===== config.mk =====
export PLATFORM = sky130hd
export DESIGN_NAME = qacc_channel
export DESIGN_NICKNAME = d
export VERILOG_FILES = /design/src/rtl/qacc_pkg.sv /design/src/rtl/qacc_poller.sv /design/src/rtl/qacc_list.sv /design/src/rtl/qacc_pace_timer.sv /design/src/rtl/qacc_channel.sv
export SDC_FILE = /design/constraint.sdc
export NUM_CORES = 1
export LEC_CHECK = 0
export ABC_CLOCK_PERIOD_IN_PS = 5000
export BUFFER_PORTS_ARGS = -buffer_cell sky130_fd_sc_hd__buf_2
export CAP_MARGIN = 20
export CORE_ASPECT_RATIO = 0.7
export CORE_MARGIN = 2
export CORE_UTILIZATION = 43
export DETAILED_ROUTE_END_ITERATION = 7
export PLACE_DENSITY = 0.71
export SYNTH_ARGS = -nofsm -noshare
export SYNTH_HDL_FRONTEND = slang
export SYNTH_SLANG_ARGS = --single-unit
export TNS_END_PERCENT = 30

===== constraint.sdc =====
create_clock -name clk -period 5 [get_ports clk]
set_input_delay 1 -clock clk [delete_from_list [all_inputs] [get_ports clk]]
set_output_delay 1 -clock clk [all_outputs]
set_load 0.02 [all_outputs]

===== src/rtl/qacc_pkg.sv =====
package qacc_pkg;

   // Pacing policy: selects which event starts the latency timer
   typedef enum logic [1:0] {
      PACE_OFF         = 2'd0,
      PACE_SINCE_IRQ   = 2'd1,
      PACE_SINCE_FIRST = 2'd2,
      PACE_SINCE_LAST  = 2'd3
   } pace_mode_e;

endpackage


===== src/rtl/qacc_poller.sv =====
module qacc_poller #(
   parameter int QID_W    = 14,
   parameter int DESC_W   = 32,
   parameter int GROUP_SZ = 32,
   localparam int OFF_W   = (GROUP_SZ > 1) ? $clog2(GROUP_SZ) : 1
) (
   input  logic              clk,
   input  logic              rst_n,
   input  logic              enable,
   input  logic              go,
   input  logic              cfg_multi,
   input  logic [QID_W-1:0]  cfg_base_q,
   input  logic              pop_ack,
   input  logic [DESC_W-1:0] pop_desc,
   output logic              pop_req,
   output logic [QID_W-1:0]  pop_qid,
   output logic              store,
   output logic [DESC_W-1:0] store_desc
);

   logic             req_q;
   logic [QID_W-1:0] qid_q;
   logic [OFF_W-1:0] off_q;
   logic [OFF_W-1:0] off_use;
   logic             resp;

   assign resp = req_q & pop_ack;

   generate
      if (GROUP_SZ == 1) begin : g_one
         assign off_q   = '0;
         assign off_use = '0;
      end else begin : g_group
         logic [OFF_W-1:0] off_nxt;
         always_comb begin
            if (!cfg_multi)
               off_nxt = '0;
            else if (off_q == OFF_W'(GROUP_SZ - 1))
               off_nxt = '0;
            else
               off_nxt = off_q + 1'b1;
         end
         always_ff @(posedge clk) begin
            if (!rst_n)
               off_q <= '0;
            else if (resp)
               off_q <= off_nxt;
         end
         assign off_use = cfg_multi ? off_q : '0;
      end
   endgenerate

   // One request in flight; a new one starts only from the idle state
   always_ff @(posedge clk) begin
      if (!rst_n) begin
         req_q <= 1'b0;
         qid_q <= '0;
      end else if (!req_q) begin
         if (enable && go) begin
            req_q <= 1'b1;
            qid_q <= cfg_base_q + QID_W'(off_use);
         end
      end else if (pop_ack) begin
         req_q <= 1'b0;
      end
   end

   assign pop_req    = req_q;
   assign pop_qid    = qid_q;
   assign store      = resp & (pop_desc != '0);
   assign store_desc = pop_desc;

endmodule


===== src/rtl/qacc_list.sv =====
module qacc_list #(
   parameter int DESC_W   = 32,
   parameter int LIST_MAX = 64,
   localparam int CNT_W   = $clog2(LIST_MAX + 1),
   localparam int IDX_W   = $clog2(LIST_MAX)
) (
   input  logic              clk,
   input  logic              rst_n,
   input  logic              store,
   input  logic [DESC_W-1:0] store_desc,
   input  logic              host_ack,
   input  logic [CNT_W-1:0]  cfg_entries,
   output logic              buf_we,
   output logic [IDX_W-1:0]  buf_idx,
   output logic [DESC_W-1:0] buf_data,
   output logic [CNT_W-1:0]  cnt,
   output logic              full
);

   logic [CNT_W-1:0] cnt_q;

   // An acknowledge opens a fresh list; a store in the same cycle lands in slot 0
   always_ff @(posedge clk) begin
      if (!rst_n)
         cnt_q <= '0;
      else if (host_ack)
         cnt_q <= CNT_W'(store);
      else if (store)
         cnt_q <= cnt_q + 1'b1;
   end

   assign buf_we   = store;
   assign buf_idx  = host_ack ? '0 : cnt_q[IDX_W-1:0];
   assign buf_data = store_desc;
   assign cnt      = cnt_q;
   assign full     = (cnt_q >= cfg_entries);

endmodule


===== src/rtl/qacc_pace_timer.sv =====
module qacc_pace_timer #(
   parameter int CLK_PER_US = 50,
   parameter int LAT_W      = 16,
   localparam int PRE_W     = (CLK_PER_US > 1) ? $clog2(CLK_PER_US) : 1
) (
   input  logic             clk,
   input  logic             rst_n,
   input  logic             start,
   input  logic             stop,
   input  logic [LAT_W-1:0] latency,
   output logic             armed,
   output logic             expire
);

   logic             armed_q;
   logic [LAT_W-1:0] lat_q;
   logic [LAT_W-1:0] lat_lim;
   logic             tick;

   assign lat_lim = (latency == '0) ? '0 : latency - 1'b1;

   generate
      if (CLK_PER_US == 1) begin : g_no_pre
         assign tick = armed_q;
      end else begin : g_pre
         logic [PRE_W-1:0] pre_q;
         assign tick = armed_q && (pre_q == PRE_W'(CLK_PER_US - 1));
         always_ff @(posedge clk) begin
            if (!rst_n || start || tick)
               pre_q <= '0;
            else if (armed_q)
               pre_q <= pre_q + 1'b1;
         end
      end
   endgenerate

   assign expire = tick && (lat_q == lat_lim);

   // One-shot: start wins, expiry or stop disarms
   always_ff @(posedge clk) begin
      if (!rst_n) begin
         armed_q <= 1'b0;
         lat_q   <= '0;
      end else if (start) begin
         armed_q <= 1'b1;
         lat_q   <= '0;
      end else if (stop || expire) begin
         armed_q <= 1'b0;
      end else if (tick) begin
         lat_q <= lat_q + 1'b1;
      end
   end

   assign armed = armed_q;

endmodule


===== src/rtl/qacc_channel.sv =====
module qacc_channel
   import qacc_pkg::*;
#(
   parameter int QID_W      = 14,
   parameter int DESC_W     = 32,
   parameter int GROUP_SZ   = 32,
   parameter int LIST_MAX   = 64,
   parameter int CLK_PER_US = 50,
   parameter int LAT_W      = 16,
   localparam int CNT_W     = $clog2(LIST_MAX + 1),
   localparam int IDX_W     = $clog2(LIST_MAX)
) (
   input  logic              clk,
   input  logic              rst_n,
   input  logic              enable,
   input  logic              cfg_multi,
   input  logic [QID_W-1:0]  cfg_base_q,
   input  logic [CNT_W-1:0]  cfg_entries,
   input  logic [1:0]        cfg_mode,
   input  logic [LAT_W-1:0]  cfg_latency_us,
   output logic              pop_req,
   output logic [QID_W-1:0]  pop_qid,
   input  logic              pop_ack,
   input  logic [DESC_W-1:0] pop_desc,
   output logic              buf_we,
   output logic [IDX_W-1:0]  buf_idx,
   output logic [DESC_W-1:0] buf_data,
   output logic              irq,
   output logic [CNT_W-1:0]  entry_cnt,
   input  logic              host_ack
);

   generate
      if (GROUP_SZ < 1 || GROUP_SZ > 32) begin : g_bad_group
         $error("GROUP_SZ must be 1..32");
      end
      if (LIST_MAX < 2) begin : g_bad_list
         $error("LIST_MAX must be at least 2");
      end
      if (CLK_PER_US < 1) begin : g_bad_clk
         $error("CLK_PER_US must be at least 1");
      end
      if (QID_W < $clog2(GROUP_SZ + 1)) begin : g_bad_qid
         $error("QID_W too narrow for the queue group");
      end
      if (DESC_W < 1 || LAT_W < 1) begin : g_bad_width
         $error("DESC_W and LAT_W must be positive");
      end
   endgenerate

   pace_mode_e        mode;
   logic              store;
   logic [DESC_W-1:0] store_desc;
   logic              full;
   logic              t_armed;
   logic              t_expire;
   logic              t_start;
   logic              t_stop;
   logic              start_raw;
   logic              fire;
   logic              irq_q;
   logic              list_nz;

   assign mode    = pace_mode_e'(cfg_mode);
   assign list_nz = (entry_cnt != '0);

   qacc_poller #(
      .QID_W    (QID_W),
      .DESC_W   (DESC_W),
      .GROUP_SZ (GROUP_SZ)
   ) u_poller (
      .clk        (clk),
      .rst_n      (rst_n),
      .enable     (enable),
      .go         (!full),
      .cfg_multi  (cfg_multi),
      .cfg_base_q (cfg_base_q),
      .pop_ack    (pop_ack),
      .pop_desc   (pop_desc),
      .pop_req    (pop_req),
      .pop_qid    (pop_qid),
      .store      (store),
      .store_desc (store_desc)
   );

   qacc_list #(
      .DESC_W   (DESC_W),
      .LIST_MAX (LIST_MAX)
   ) u_list (
      .clk         (clk),
      .rst_n       (rst_n),
      .store       (store),
      .store_desc  (store_desc),
      .host_ack    (host_ack),
      .cfg_entries (cfg_entries),
      .buf_we      (buf_we),
      .buf_idx     (buf_idx),
      .buf_data    (buf_data),
      .cnt         (entry_cnt),
      .full        (full)
   );

   qacc_pace_timer #(
      .CLK_PER_US (CLK_PER_US),
      .LAT_W      (LAT_W)
   ) u_timer (
      .clk     (clk),
      .rst_n   (rst_n),
      .start   (t_start),
      .stop    (t_stop),
      .latency (cfg_latency_us),
      .armed   (t_armed),
      .expire  (t_expire)
   );

   // Interrupt raise: full list, or timer expiry with something to report
   assign fire = !irq_q && !host_ack && (full || (t_expire && list_nz));

   always_ff @(posedge clk) begin
      if (!rst_n)
         irq_q <= 1'b0;
      else if (host_ack)
         irq_q <= 1'b0;
      else if (fire)
         irq_q <= 1'b1;
   end

   // Timer start policy per pacing mode
   always_comb begin
      unique case (mode)
         PACE_OFF:         start_raw = 1'b0;
         PACE_SINCE_IRQ:   start_raw = host_ack || !t_armed || (t_expire && !list_nz);
         PACE_SINCE_FIRST: start_raw = store && (!t_armed || t_expire || host_ack);
         PACE_SINCE_LAST:  start_raw = store;
         default:          start_raw = 1'b0;
      endcase
   end

   assign t_start = start_raw && !fire && (host_ack || !irq_q);
   assign t_stop  = fire || (mode == PACE_OFF) ||
                    (host_ack && (mode == PACE_SINCE_FIRST || mode == PACE_SINCE_LAST));

   assign irq = irq_q;

endmodule


==> metrics.cfg, run 1 <==
[route]
num_vias = 3726
drt_pre_antenna_iters = 5
wl_per_cell_um = 13.5
post-route-drc-count = 0
drt_iter0_drc = 236
via_per_inst = 5.24
postRouteAntennaNets = 0
drt_wl_total_um = 9610

[clock_tree]
clockBufferDepth = 2
cts_tree = yes
post_cts_resized = 0
clk_latency_ps = 290
numCtsBuffers = 5
cts_root_buf = clkbuf_16
cts.sink_count = 51
cts-hold-fix-buffers = 0
clk_pin_slew_ps = 70
post_cts_buffers = 0
htree_levels = 2

[timing]
skew_ps = 6.67
worstMarginPinSlew_ps = 922
layout_setup_ws_ps = 507
max_freq_ghz = 0.223
tns_ps = 0
hold_viol = 0
maxSlewViolCount = 0
setup_violations = 0
period_needed_ps = 4490
timing.final.crit_share = 0.899
rsz0062_at_grt = false
slew-limit-headroom = 0.378

[worst_setup_path]
max_stage_delay_ps = 540
startpoint = cfg_latency_us[0]
critPathSlowestCell = or4_1
path_buf_inv = 3
cp_cell_sequence = buf_2 -> inv_1 -> ha_1 -> nor3b_2 -> nand4_1 -> nand2_1 -> xnor2_1 -> a2111oi_0 -> o2111ai_1 -> or4_1 -> o31a_1 -> o31ai_4 -> buf_4 -> nor3_1
worstPathMaxFanout = 22
worstPathArrival_ps = 4660
crit_type = in2reg
endpoint_kind = flip-flop
path_delay_family = simple AND/OR/NAND/NOR gates
cp_data_required_time_ps = 5160
reg2reg_from = u_timer.armed$_SDFFE_PN0P_
start_kind = input pin

[floorplanning]
ioPinCount = 139
die_height_um = 82.6
core_um2 = 8510
die_area_um2 = 9610
core.rowCount = 28
start_util = 0.446
die_w_um = 116

[run]
cap_violations = 0

[logic_synthesis]
yosysWarningCount = 0
async_reset_ff_frac = 0
synth-edff-count = 0
avgSynthCellArea_um2 = 7.83
yosysSeqAreaShare = 0.269
syn-instance-count = 485
synth_flop_cell = dfxtp_1
syn_nets = 583
netlist_area_um2 = 3800
synth_cell_types = 53
yosys_register_bits = 51

[finish]
fin_area_um2 = 4550
register_area_um2 = 1020
layout-drive-gt1-share = 0.269
area_growth_pct = 19.8
final_nets = 688
multiInputGateArea_um2 = 2390
n_antenna_cell = 0
nFillCells = 828

[pwr]
leakagePower_nw = 2.06
p_per_area_nw_per_um2 = 225
power_mw = 1.03
ir_drop_mv = 0.143

[global_route]
met3_usage = 0.0299
antenna_found_initial = 0
grt_pass1_vias = 3228
met1_usage = 0.278
grt_first_pass_wirelength_um = 15000
use_met2 = 0.313
grt_usage = 0.195
grt_busiest_layer = met2
grt_overflow = 0
grt_start_max_net_pins = 24

[hold_path]
hold_path_startpoint = u_poller.pop_qid[4]$_SDFFE_PN0P_
hold_path_class = reg2reg

[placed_design]
dp_slack_ps = 255
place.port_buffers = 138
place_hpwl_um = 7630
placed_area_um2 = 4380
place_congestion = 0.849

[run_status]
status = finished, final reports clean

-- cell usage in the layout, fill, tap and decap left out, types with 4 or more instances in the layout --
master / count
nand4_1: 17
nand2_1: 34
xnor2_1: 25
nand2b_1: 6
mux2i_1: 11
a211oi_1: 10
buf_2: 138
buf_4: 5
nor4_1: 15
a21o_1: 8
and2_1: 5
o21ai_0: 6
and3_1: 7
a21oi_1: 16
ha_1: 20
nor2b_1: 8
nor2_1: 70
or4_1: 4
inv_1: 23
xor2_1: 28
nor3_1: 17
clkbuf_16: 5
nand3_1: 20
dfxtp_1: 51
-- sequential cells by signal, summed over array words and instances (netlist names) --
signal	cells
u_poller.off_q	5
u_timer.lat_q	16
u_timer.g_pre.pre_q	6
u_timer.armed	1
u_poller.pop_req	1
u_poller.pop_qid	14
irq	1
u_list.cnt	7
-- final timing paths --
| path | endpoint | slack [ps] | depth (start not counted) |
|---|---|---|---|
| worst min register to register | u_poller.pop_qid[4]$_SDFFE_PN0P_ | 490 | 2 |
| worst min-delay path | u_poller.pop_qid[4]$_SDFFE_PN0P_ | 490 | 2 |
| worst max-delay path | u_timer.g_pre.pre_q[5]$_SDFFE_PP0P_ | 510 | 14 |
| worst max register to register | u_timer.g_pre.pre_q[5]$_SDFFE_PP0P_ | 1670 | 9 |
-- routing by layer --
layer | part of all wire | vias up
li1 | - | 1886
met1 | 0.48 | 1718
met2 | 0.46 | 111
met3 | 0.053 | 11
met4 | 0.0079 | 0
met5 | 0 | -
-- report_power, final --
group	total (mW)	internal, mW	switching, mW
combinational	0.197	0.0778	0.119
sequential	0.429	0.419	0.00997
clock	0.400	0.249	0.151
-- synthesized netlist by cell type, types with 2 or more instances --
master	count	area share
xor2_1	28	0.065
and3_1	7	0.012
xnor2_1	25	0.058
nor2_1	70	0.069
nand3_1	20	0.026
buf_4	34	0.067
inv_1	23	0.023
a21o_1	8	0.016
o21ai_0	6	0.0079
a311oi_1	2	0.0046
nand4_1	17	0.028
or2_2	3	0.0049
nand2b_1	6	0.0099
dfxtp_1	51	0.27
nor4_1	15	0.025
nand3b_1	2	0.0040
clkbuf_1	8	0.0079
a31oi_1	2	0.0033
o2bb2ai_1	3	0.0069
nand2_1	34	0.034
nor3_1	17	0.022
and2_1	5	0.0082
a21oi_1	16	0.021
nand4b_1	2	0.0046
or3_1	3	0.0049
or4_1	4	0.0079
a211oi_1	10	0.020
nor2b_1	8	0.013
ha_1	20	0.066
o41ai_1	2	0.0046
buf_2	2	0.0026
mux2i_1	11	0.029
-- worst min-delay path: stages, from the launching register on --
cell and delay (ps):
dfxtp_1 320, mux2i_1 70, nor2_1 70
-- kinds of logic (layout without fill, tap and decap cells) --
family          count (synthesis)  in the layout  share of synthesized area
fa+ha+maj                      21             21                     0.0712
compound gates                 64             64                      0.123
xor+xnor                       53             53                      0.122
buf+inv                        68            174                      0.101
mux                            11             11                     0.0290
flops                          51             51                      0.269
simple gates                  217            217                      0.285
-- layout make-up --
| cell class | instances | area share |
|---|---|---|
| Multi-Input combinational cell | 366 | 0.525 |
| Sequential cell | 51 | 0.224 |
| Clock buffer | 6 | 0.0305 |
| Inverter | 23 | 0.0190 |
| Clock inverter | 2 | 0.00770 |
| Tap cell | 120 | 0.0330 |
| Timing Repair Buffer | 143 | 0.160 |
-- per-stage QoR --
stage / util / cells / hold WS (ps)
finish: 0.535 / 711 / 492
global placement: 0.514 / 703 / 469
global route: 0.535 / 711 / 535
floorplan: - / 485 / 445
detailed placement: 0.514 / 703 / 483
CTS: 0.535 / 711 / 498
(Power assumes the default switching activity.)
==> inputs of run 2 (changes only) <==
- CELL_PAD_IN_SITES_DETAIL_PLACEMENT: unset -> 1
- CELL_PAD_IN_SITES_GLOBAL_PLACEMENT: unset -> 2
- CORE_UTILIZATION: 43 -> 28
- PLACE_DENSITY: 0.71 -> unset
- PLACE_DENSITY_LB_ADDON: unset -> 0.1
==> run 2 against run 1 <==
Net effect:
- routed wire length grew 25%
- combinational power is 4% higher
- final cell count rose by 9.4%
- clock power rose by 2%
- sequential power about the same
- flip-flop and latch count unchanged
- die area up 51%
- global-route usage shrank 2.9 points
- worst setup slack gained 25 ps
- hold slack worse by 1.2 ps
- sequential share of layout area shrank 0.54 points
- critical path type unchanged
==> metrics.cfg, run 2 (same netlist as run 1, synthesis figures left out) <==
[run_status]
status = finished, final reports clean

[pwr]
ir_drop_mv = 0.109
pwr-share-comb = 0.196
power.share.sequential = 0.412
switching_power_mw = 0.294
leakagePower_nw = 2.08
pwr-share-clk = 0.392
swShare = 0.282
p_int_mw = 0.748
p_per_area_nw_per_um2 = 224

[finish]
n_antenna_cell = 0
final_cell_mix = 138 x buf_2, 70 x nor2_1, 51 x dfxtp_1
layout-drive-gt1-share = 0.272
multiInputGateArea_um2 = 2390
area_growth_pct = 22.8
largest_reg_flops = 16
final_common_cell = buf_2
stdcell_count = 778
final_nets = 690
register_area_um2 = 1020
largest_register = u_timer.lat_q
utilization = 0.354
nFillCells = 1678

[timing]
setup_violations = 0
max_freq_ghz = 0.224
skew_ps = 9.17
timing.final.crit_share = 0.894
slew-limit-headroom = 0.500
period_needed_ps = 4470
tns_ps = 0
worstMarginPinSlew_ps = 749
maxSlewViolCount = 0
hold_viol = 0
rsz0062_at_grt = false

[clock_tree]
numCtsBuffers = 5
clk_latency_ps = 300
htree_levels = 2
cts.sink_count = 51
cts_tree = yes
clk_pin_slew_ps = 70
post_cts_buffers = 0
post_cts_resized = 0
clockBufferDepth = 2
cts-hold-fix-buffers = 0
cts_root_buf = clkbuf_16

[global_route]
grt_first_pass_wirelength_um = 19200
grt_start_max_net_pins = 24
grt_overflow = 0
antenna_found_initial = 0
grt_pass1_vias = 3743
use_met2 = 0.260
met1_usage = 0.240
grt_usage = 0.166
met3_usage = 0.0312
grt_busiest_layer = met2

[route]
via_per_inst = 4.88
drt_iter0_drc = 117
drt_wl_total_um = 12000
num_vias = 3797
postRouteAntennaNets = 0
post-route-drc-count = 0
wl_per_cell_um = 15.4
drt_pre_antenna_iters = 4

[floorplanning]
start_util = 0.288
die_w_um = 143
core_um2 = 13200
die_area_um2 = 14500
ioPinCount = 139
core.rowCount = 35
die_height_um = 101

[placed_design]
place.port_buffers = 138
place_congestion = 0.816
place_inst = 770
place_hpwl_um = 9790

[worst_setup_path]
crit_type = in2reg
endpoint_kind = flip-flop
worstPathArrival_ps = 4630
worstPathMaxFanout = 22
cp_data_required_time_ps = 5160
start_kind = input pin

[run]
cap_violations = 0

[hold_path]
hold_path_class = reg2reg

-- run 2: cell types whose count changed in the layout (fill, tap and decap cells not counted) --
cell,before,now
buf_12,0,1
clkdlybuf4s18_2,0,1
-- run 2: critical path, cell delays in order --
cell,delay (ps)
buf_2,120
inv_1,100
ha_1,280
nor3b_2,310
buf_4,220
nand2_1,100
xor2_1,300
nand3_1,120
a311oi_1,430
o2111ai_1,170
or4_1,550
o31a_1,370
o31ai_4,290
buf_12,200
a2111oi_2,60
-- run 2: power by group through the flow --
stage	Combinational (mW)	Sequential (mW)	Clock, mW
2_1_floorplan	0.122	0.447	0
3_3_place_gp	0.202	0.438	0
3_5_place_dp	0.207	0.439	0
4_1_cts	0.207	0.429	0.424
5_1_grt	0.226	0.431	0.444
6_report	0.204	0.430	0.408
-- run 2: per-layer routing --
| metal | wire length, µm | vias up |
|---|---|---|
| li1 | - | 1893 |
| met1 | 6180 | 1803 |
| met2 | 5060 | 91 |
| met3 | 618 | 10 |
| met4 | 105 | 0 |
| met5 | 0 | - |
-- run 2: stage by stage --
step	hold WS, ps	setup WS [ps]	instance area, µm²	total power, mW
after floorplan	445	898	3800	0.569
after global placement	457	305	4480	0.640
after detailed placement	476	281	4490	0.645
after CTS	489	584	4660	1.06
after global routing	517	354	4660	1.10
final	491	532	4660	1.04
-- run 2: worst paths after layout --
check | startpoint | to | slack (ps) | cells after the start
worst max-delay path | cfg_latency_us[0] | u_timer.g_pre.pre_q[1]$_SDFFE_PP0P_ | 530 | 15
worst min-delay path | u_poller.off_q[4]$_SDFFE_PN0P_ | u_poller.off_q[4]$_SDFFE_PN0P_ | 490 | 2
worst max register to register | u_timer.armed$_SDFFE_PN0P_ | u_timer.g_pre.pre_q[1]$_SDFFE_PP0P_ | 1350 | 9
worst min register to register | u_poller.off_q[4]$_SDFFE_PN0P_ | u_poller.off_q[4]$_SDFFE_PN0P_ | 490 | 2
-- run 2: final cells by class --
| type | count | share of cell area |
|---|---|---|
| Clock inverter | 2 | 0.00751 |
| Timing Repair Buffer | 145 | 0.163 |
| Tap cell | 185 | 0.0497 |
| Clock buffer | 6 | 0.0298 |
| Inverter | 23 | 0.0185 |
| Sequential cell | 51 | 0.219 |
| Multi-Input combinational cell | 366 | 0.513 |
